File: src/rtl/cas_pkg.sv
package cas_pkg;
  localparam int NIB_W = 4;
  typedef logic [NIB_W-1:0] nibble_t;
endpackage

File: src/rtl/cas_freeze_ctl.sv
module cas_freeze_ctl #(
  parameter int HOLD_CYCLES = 8192
) (
  input  logic clk,
  input  logic rst,
  input  logic freeze_en,
  input  logic force_freeze,
  input  logic loss_of_frame,
  input  logic carrier_loss,
  input  logic frame_slip,
  output logic frozen
);
  localparam int CW = $clog2(HOLD_CYCLES + 1);
  localparam logic [CW-1:0] HOLD_LD = CW'(HOLD_CYCLES);

  logic          cause;
  logic [CW-1:0] hold_cnt;

  // any active freeze cause this cycle
  assign cause = force_freeze | (freeze_en & (loss_of_frame | carrier_loss | frame_slip));

  always_ff @(posedge clk) begin
    if (rst)                  hold_cnt <= '0;
    else if (cause)           hold_cnt <= HOLD_LD;
    else if (hold_cnt != '0)  hold_cnt <= hold_cnt - 1'b1;
  end

  assign frozen = cause | (hold_cnt != '0);

  // a cause always leaves the buffer frozen on the following cycle
  a_r9_hold_follows: assert property (@(posedge clk) disable iff (rst)
    cause |=> frozen);
  // release only comes when the hold count reaches its final cycle
  a_r9_release_at_end: assert property (@(posedge clk) disable iff (rst)
    $fell(frozen) |-> ($past(hold_cnt) == CW'(1)));
endmodule

File: src/rtl/cas_sig_store.sv
module cas_sig_store
  import cas_pkg::*;
#(
  parameter int NCH  = 32,
  parameter int CH_W = $clog2(NCH)
) (
  input  logic            clk,
  input  logic            rst,
  input  logic            frozen,
  input  logic            wr_valid,
  input  logic [CH_W-1:0] wr_ch,
  input  nibble_t         wr_nib,
  input  logic            mf_end,
  output logic            pub_half,
  input  logic            rd_half,
  input  logic [CH_W-1:0] rd_ch,
  output nibble_t         rd_nib
);
  localparam int SLOTS = 2 ** (CH_W + 1);

  logic [SLOTS*NIB_W-1:0] mem_q;
  logic                   wr_sel;
  logic                   clean;
  logic [CH_W:0]          wr_addr;
  logic [CH_W:0]          rd_addr;

  assign wr_addr = {wr_sel, wr_ch};
  assign rd_addr = {rd_half, rd_ch};

  always_ff @(posedge clk) begin
    if (rst)
      mem_q <= '0;
    else if (wr_valid && !frozen)
      mem_q[wr_addr*NIB_W +: NIB_W] <= wr_nib;
  end

  // halves swap only on a boundary that closes a multiframe captured without a freeze
  always_ff @(posedge clk) begin
    if (rst) begin
      wr_sel <= 1'b0;
      clean  <= 1'b0;
    end else if (frozen) begin
      clean  <= 1'b0;
    end else if (mf_end) begin
      if (clean) wr_sel <= ~wr_sel;
      clean <= 1'b1;
    end
  end

  assign pub_half = ~wr_sel;
  assign rd_nib   = mem_q[rd_addr*NIB_W +: NIB_W];

  // no stored nibble changes across a frozen cycle
  a_r6_store_held: assert property (@(posedge clk) disable iff (rst)
    frozen |=> $stable(mem_q));
  // halves never swap while frozen
  a_r2_no_swap_frozen: assert property (@(posedge clk) disable iff (rst)
    frozen |=> $stable(wr_sel));
endmodule

File: src/rtl/cas_replay.sv
module cas_replay
  import cas_pkg::*;
#(
  parameter int NCH  = 32,
  parameter int CH_W = $clog2(NCH)
) (
  input  logic            clk,
  input  logic            rst,
  input  logic            reins_en,
  input  logic            bp_sync,
  input  logic            pub_half,
  input  nibble_t         rd_nib,
  output logic            rd_half,
  output logic [CH_W-1:0] rd_ch,
  output logic            ser_valid,
  output logic            ser_bit
);
  localparam int TOTAL = NCH * NIB_W;
  localparam int BW    = $clog2(TOTAL);
  localparam int NB    = $clog2(NIB_W);
  localparam logic [BW-1:0] LAST = BW'(TOTAL - 1);

  logic          active;
  logic [BW-1:0] bit_idx;
  logic [NB-1:0] bsel;

  always_ff @(posedge clk) begin
    if (rst) begin
      active  <= 1'b0;
      bit_idx <= '0;
      rd_half <= 1'b0;
    end else if (!reins_en) begin
      active  <= 1'b0;
    end else if (bp_sync) begin
      active  <= 1'b1;
      bit_idx <= '0;
      rd_half <= pub_half;
    end else if (active) begin
      if (bit_idx == LAST) active <= 1'b0;
      else                 bit_idx <= bit_idx + 1'b1;
    end
  end

  assign rd_ch     = CH_W'(int'(bit_idx) / NIB_W);
  assign bsel      = NB'(NIB_W - 1 - (int'(bit_idx) % NIB_W));
  assign ser_valid = active & reins_en;
  assign ser_bit   = ser_valid & rd_nib[bsel];

  // a sync always restarts the replay at its first bit
  a_r5_sync_restart: assert property (@(posedge clk) disable iff (rst)
    (reins_en && bp_sync) |=> (active && bit_idx == '0));
  // with re-insertion off, the replay is dropped
  a_r4_abort: assert property (@(posedge clk) disable iff (rst)
    !reins_en |=> !active);
endmodule

File: src/rtl/cas_realign_buf.sv
module cas_realign_buf
  import cas_pkg::*;
#(
  parameter int NCH         = 32,
  parameter int HOLD_CYCLES = 8192,
  parameter int CH_W        = $clog2(NCH)
) (
  input  logic            clk,
  input  logic            rst,
  input  logic            sig_valid,
  output logic            sig_ready,
  input  logic [CH_W-1:0] sig_ch,
  input  logic [3:0]      sig_nib,
  input  logic            rx_mf_end,
  input  logic            bp_mf_sync,
  input  logic            loss_of_frame,
  input  logic            carrier_loss,
  input  logic            frame_slip,
  input  logic            freeze_en,
  input  logic            force_freeze,
  input  logic            reins_en,
  output logic            ser_valid,
  output logic            ser_bit,
  output logic            frozen
);
  logic            pub_half;
  logic            rd_half;
  logic [CH_W-1:0] rd_ch;
  nibble_t         rd_nib;

  assign sig_ready = 1'b1;

  cas_freeze_ctl #(.HOLD_CYCLES(HOLD_CYCLES)) u_ctl (
    .clk(clk), .rst(rst), .freeze_en(freeze_en), .force_freeze(force_freeze),
    .loss_of_frame(loss_of_frame), .carrier_loss(carrier_loss),
    .frame_slip(frame_slip), .frozen(frozen)
  );

  cas_sig_store #(.NCH(NCH), .CH_W(CH_W)) u_store (
    .clk(clk), .rst(rst), .frozen(frozen), .wr_valid(sig_valid),
    .wr_ch(sig_ch), .wr_nib(sig_nib), .mf_end(rx_mf_end),
    .pub_half(pub_half), .rd_half(rd_half), .rd_ch(rd_ch), .rd_nib(rd_nib)
  );

  cas_replay #(.NCH(NCH), .CH_W(CH_W)) u_replay (
    .clk(clk), .rst(rst), .reins_en(reins_en), .bp_sync(bp_mf_sync),
    .pub_half(pub_half), .rd_nib(rd_nib), .rd_half(rd_half), .rd_ch(rd_ch),
    .ser_valid(ser_valid), .ser_bit(ser_bit)
  );

  // a forced freeze is seen at the status output in the same cycle
  a_r8_force_visible: assert property (@(posedge clk) disable iff (rst)
    force_freeze |-> frozen);
  // no valid serial data without re-insertion enabled
  a_r4_no_output_off: assert property (@(posedge clk) disable iff (rst)
    !reins_en |-> (!ser_valid && !ser_bit));
endmodule

File: config.mk
export PLATFORM = sky130hd
export DESIGN_NAME = cas_realign_buf
export DESIGN_NICKNAME = d
export VERILOG_FILES = /design/src/rtl/cas_pkg.sv /design/src/rtl/cas_freeze_ctl.sv /design/src/rtl/cas_sig_store.sv /design/src/rtl/cas_replay.sv /design/src/rtl/cas_realign_buf.sv
export SDC_FILE = /design/constraint.sdc
export NUM_CORES = 1
export LEC_CHECK = 0
export BUFFER_PORTS_ARGS = -buffer_cell sky130_fd_sc_hd__buf_2
export CORE_ASPECT_RATIO = 1.5
export CORE_UTILIZATION = 45
export CTS_CLUSTER_DIAMETER = 150
export DETAILED_ROUTE_END_ITERATION = 8
export GPL_TIMING_DRIVEN = 0
export HOLD_SLACK_MARGIN = 0.02
export SLEW_MARGIN = 15
export SYNTH_ARGS = -nofsm -noshare
export SYNTH_HDL_FRONTEND = slang
export SYNTH_SLANG_ARGS = --single-unit
File: constraint.sdc
create_clock -name clk -period 3.6 [get_ports clk]
set_input_delay 0.36 -clock clk [delete_from_list [all_inputs] [get_ports clk]]
set_output_delay 0.36 -clock clk [all_outputs]
set_load 0.05 [all_outputs]
==> flow_metrics.tcl <==
set metrics [dict create \
    status "finished, violations left" \
    violations "setup timing" \
    synth_most_common_cell "dfxtp_1" \
    n_antenna_cell 0 \
    synth_top_cell_area_share 0.4001 \
    fillCellCount 2841 \
    routed_wl_um 51670 \
    worst_pin_slew_ns 1.110 \
    layout_min_cycle_time_ns 3.683 \
    yosys-top-cells-count "dfxtp_1, mux2i_1, nand2b_1, nor2_1, nand2_1" \
    ys_ff_latch 281 \
    crit_path_end_kind "primary output" \
    areaGrowthSynthToFinish_pct 13.43 \
    hold_buffers 0 \
    peakVddDrop_v 0.0004201 \
    grt_first_pass_wirelength_um 75840 \
    drive_above_1_share 0.1388 \
    hpwl_um 38470 \
    final_area_mm2 0.01595 \
    placedInstanceArea_mm2 0.01470 \
    core_area_mm2 0.03045 \
    fin_crit_sh 1.023 \
    cts_root_buf "clkbuf_16" \
    crit_type "reg -> out" \
    wl_per_cell_um 26.91 \
    syn_avg_cell_area_um2 9.730 \
    antenna_found_initial 0 \
    cts_buffer_depth 3 \
    max-cap-violations 0 \
    synth_area_mm2 0.01406 \
    max_stage_delay_ns 0.36 \
    crit_required_ns 3.24 \
    synthTopCellsByArea "dfxtp_1, mux2i_1, nand2b_1" \
    relSlewSlack 0.2564 \
    slew_viol_final 0 \
    power.leakage_uw 0.006153 \
    finalNonFillerCells 1920 \
    yosysTopAreaCell "dfxtp_1" \
    vias 11615 \
    clock-sinks 281 \
    synth_fp_nets 1469 \
    drt_iter0_markers 989 \
    hold_viol_final 0 \
    die-area_mm2 0.03197 \
    critical-path-top-delay-family "buffers and inverters" \
    synth.distinct_cells 64 \
    grtUsageTotal 0.3269 \
    yosys_warnings 0 \
    initial_core_util 0.4617 \
    firstDrtPassIters 5 \
    crit_fanout 10 \
    clkTransAtPathRegs_ns 0.06 \
    crit_path_top_delay_cell "mux2i_2" \
    drc 0 \
    numPortBuffers 22 \
    path_buf_inv 4 \
    arrival_ns 3.32 \
    cp_common_cell "clkbuf_4" \
    die_w_um 146.3 \
    synth_ff_type "dfxtp_1" \
    rsz0062_at_grt "true" \
    path_cells "clkbuf_4, buf_6, clkbuf_8, mux2i_2, o221ai_1, a221oi_1, a211oi_1, o211ai_1, nand4b_1, clkbuf_4" \
    die_h_um 218.5 \
    numCtsBuffers 29 \
    num_rows 78 \
    grt_overflow_total 0 \
    ys_seq_area_frac 0.4001 \
    finalNetCount 1521 \
    pwr_density_cell_mw_per_mm2 448.1 \
    grt_pass1_vias 11505 \
    start_kind "register" \
    ios 24 \
    synthCells 1445 \
    cts_tree "built" \
    vias_per_cell 6.049 \
    fmax_mhz 271.5 \
    postCtsSetupBuffers 0 \
    globalplace.congestion 0.9623 \
    finalSetupViolations 1 \
    hold_class "in -> reg" \
    synth-edff-count 0 \
    async_flop_share 0 \
    setup_slack_ns -0.08339 \
    drtAntennaViolNets 0 \
    numPlacedInstances 1868 \
    worstSkewPairLatency_ns 0.60 \
    clock_skew_ns 0.02743 \
    cts_htree_levels 1 \
    grt_max_degree 16 \
]
[per-layer routing]
| layer | GRT usage | wire [um] |
|---|---|---|
| met1 | 0.3686 | 19640 |
| met2 | 0.5637 | 25000 |
| met3 | 0.05094 | 3049 |
| met4 | 0.2306 | 3984 |
| met5 | 0 | 0 |
[cell type report]
class	count	area (um2)	area share
multi-input cells	1042	8031	0.5036
flip-flops and latches	281	5627	0.3528
clock buffers	37	795.8	0.04990
plain buffers	109	579.3	0.03633
well taps	400	500.5	0.03138
clock inverters	17	252.7	0.01585
repair buffers	23	120.1	0.007532
inverters	11	41.29	0.002589
[sequential cells by signal (all words and copies together) (netlist names)]
name,count
u_store.mem_q,256
u_ctl.hold_cnt,14
u_replay.bit_idx,7
u_replay.active,1
u_replay.rd_half,1
u_store.clean,1
u_store.wr_sel,1
[placed cells by master, fill, tap and decap left out, types with 7 or more instances in the layout]
cell type	count
a211oi_1	10
inv_1	11
or2_2	7
o21ai_0	37
dfxtp_1	280
nand2_1	90
nand3_4	10
nand3_1	57
nor2_1	118
nand4_1	20
clkbuf_1	69
xor2_1	12
clkbuf_2	16
buf_2	26
nand3b_1	29
and2_1	11
mux2i_1	263
clkinv_2	9
and3_1	30
clkbuf_16	29
a221oi_1	16
nor2b_1	8
nor3_1	10
buf_6	7
buf_4	7
nand2b_1	151
mux4_2	38
a21oi_1	26
[power by group]
group	internal (uW)	total, uW	switching (uW)
Combinational	206	644	438
Clock	2000	3350	1350
Sequential	3130	3150	21.7
Total	5330	7150	1810
[worst reg2reg max path: stages, from the launching register on]
cell and delay [ns]:
dfxtp_1 0.31, clkbuf_1 0.43, inv_1 0.21, ha_1 0.33
clkbuf_1 0.31, nor2b_2 0.47, buf_2 0.53, and3_1 0.23
clkbuf_1 0.39, mux2i_1 0.24
[worst paths after layout]
kind / slack [ns] / endpoint / startpoint / depth (start not counted)
max: -0.08 / ser_bit / u_replay.bit_idx[3] / 10
min: 0.05 / u_store.clean / rx_mf_end / 3
max reg2reg: 0.10 / u_store.mem_q[156] / u_store.wr_sel / 9
min reg2reg: 0.45 / u_store.mem_q[103] / u_store.mem_q[103] / 2
[logic make-up after synthesis]
family / Yosys count / share of synthesized area
adder cells (fa/ha/maj): 4 / 0.003560
AND/OR/NAND/NOR: 584 / 0.2340
other: 1 / 0.0002667
AO/OA/AOI/OAI: 125 / 0.05847
flip-flops: 281 / 0.4001
buffers and inverters: 122 / 0.03729
XOR/XNOR: 19 / 0.01184
multiplexers: 309 / 0.2544
[per-stage QoR]
step	util	total power, uW	worst slack [ns]	TNS (ns)	hold WS, ns
3_3_place_gp	0.4818	3834	-1.113	-41.42	0.4408
2_1_floorplan	-	3640	0.5848	0	0.4288
4_1_cts	0.5210	7140	-0.2069	-0.2069	0.05446
5_1_grt	0.5238	7356	-0.1480	-0.1937	0.07384
6_report	0.5238	7147	-0.08339	-0.08339	0.05196
3_5_place_dp	0.4827	3838	-0.9930	-32.57	0.4431
[repair_timing]
action | CTS | global route
setup endpoints to repair | 47 | 106
resized for setup | 46 | 30
pin swaps | 2 | 1
Power figures use the tool's default switching activity.
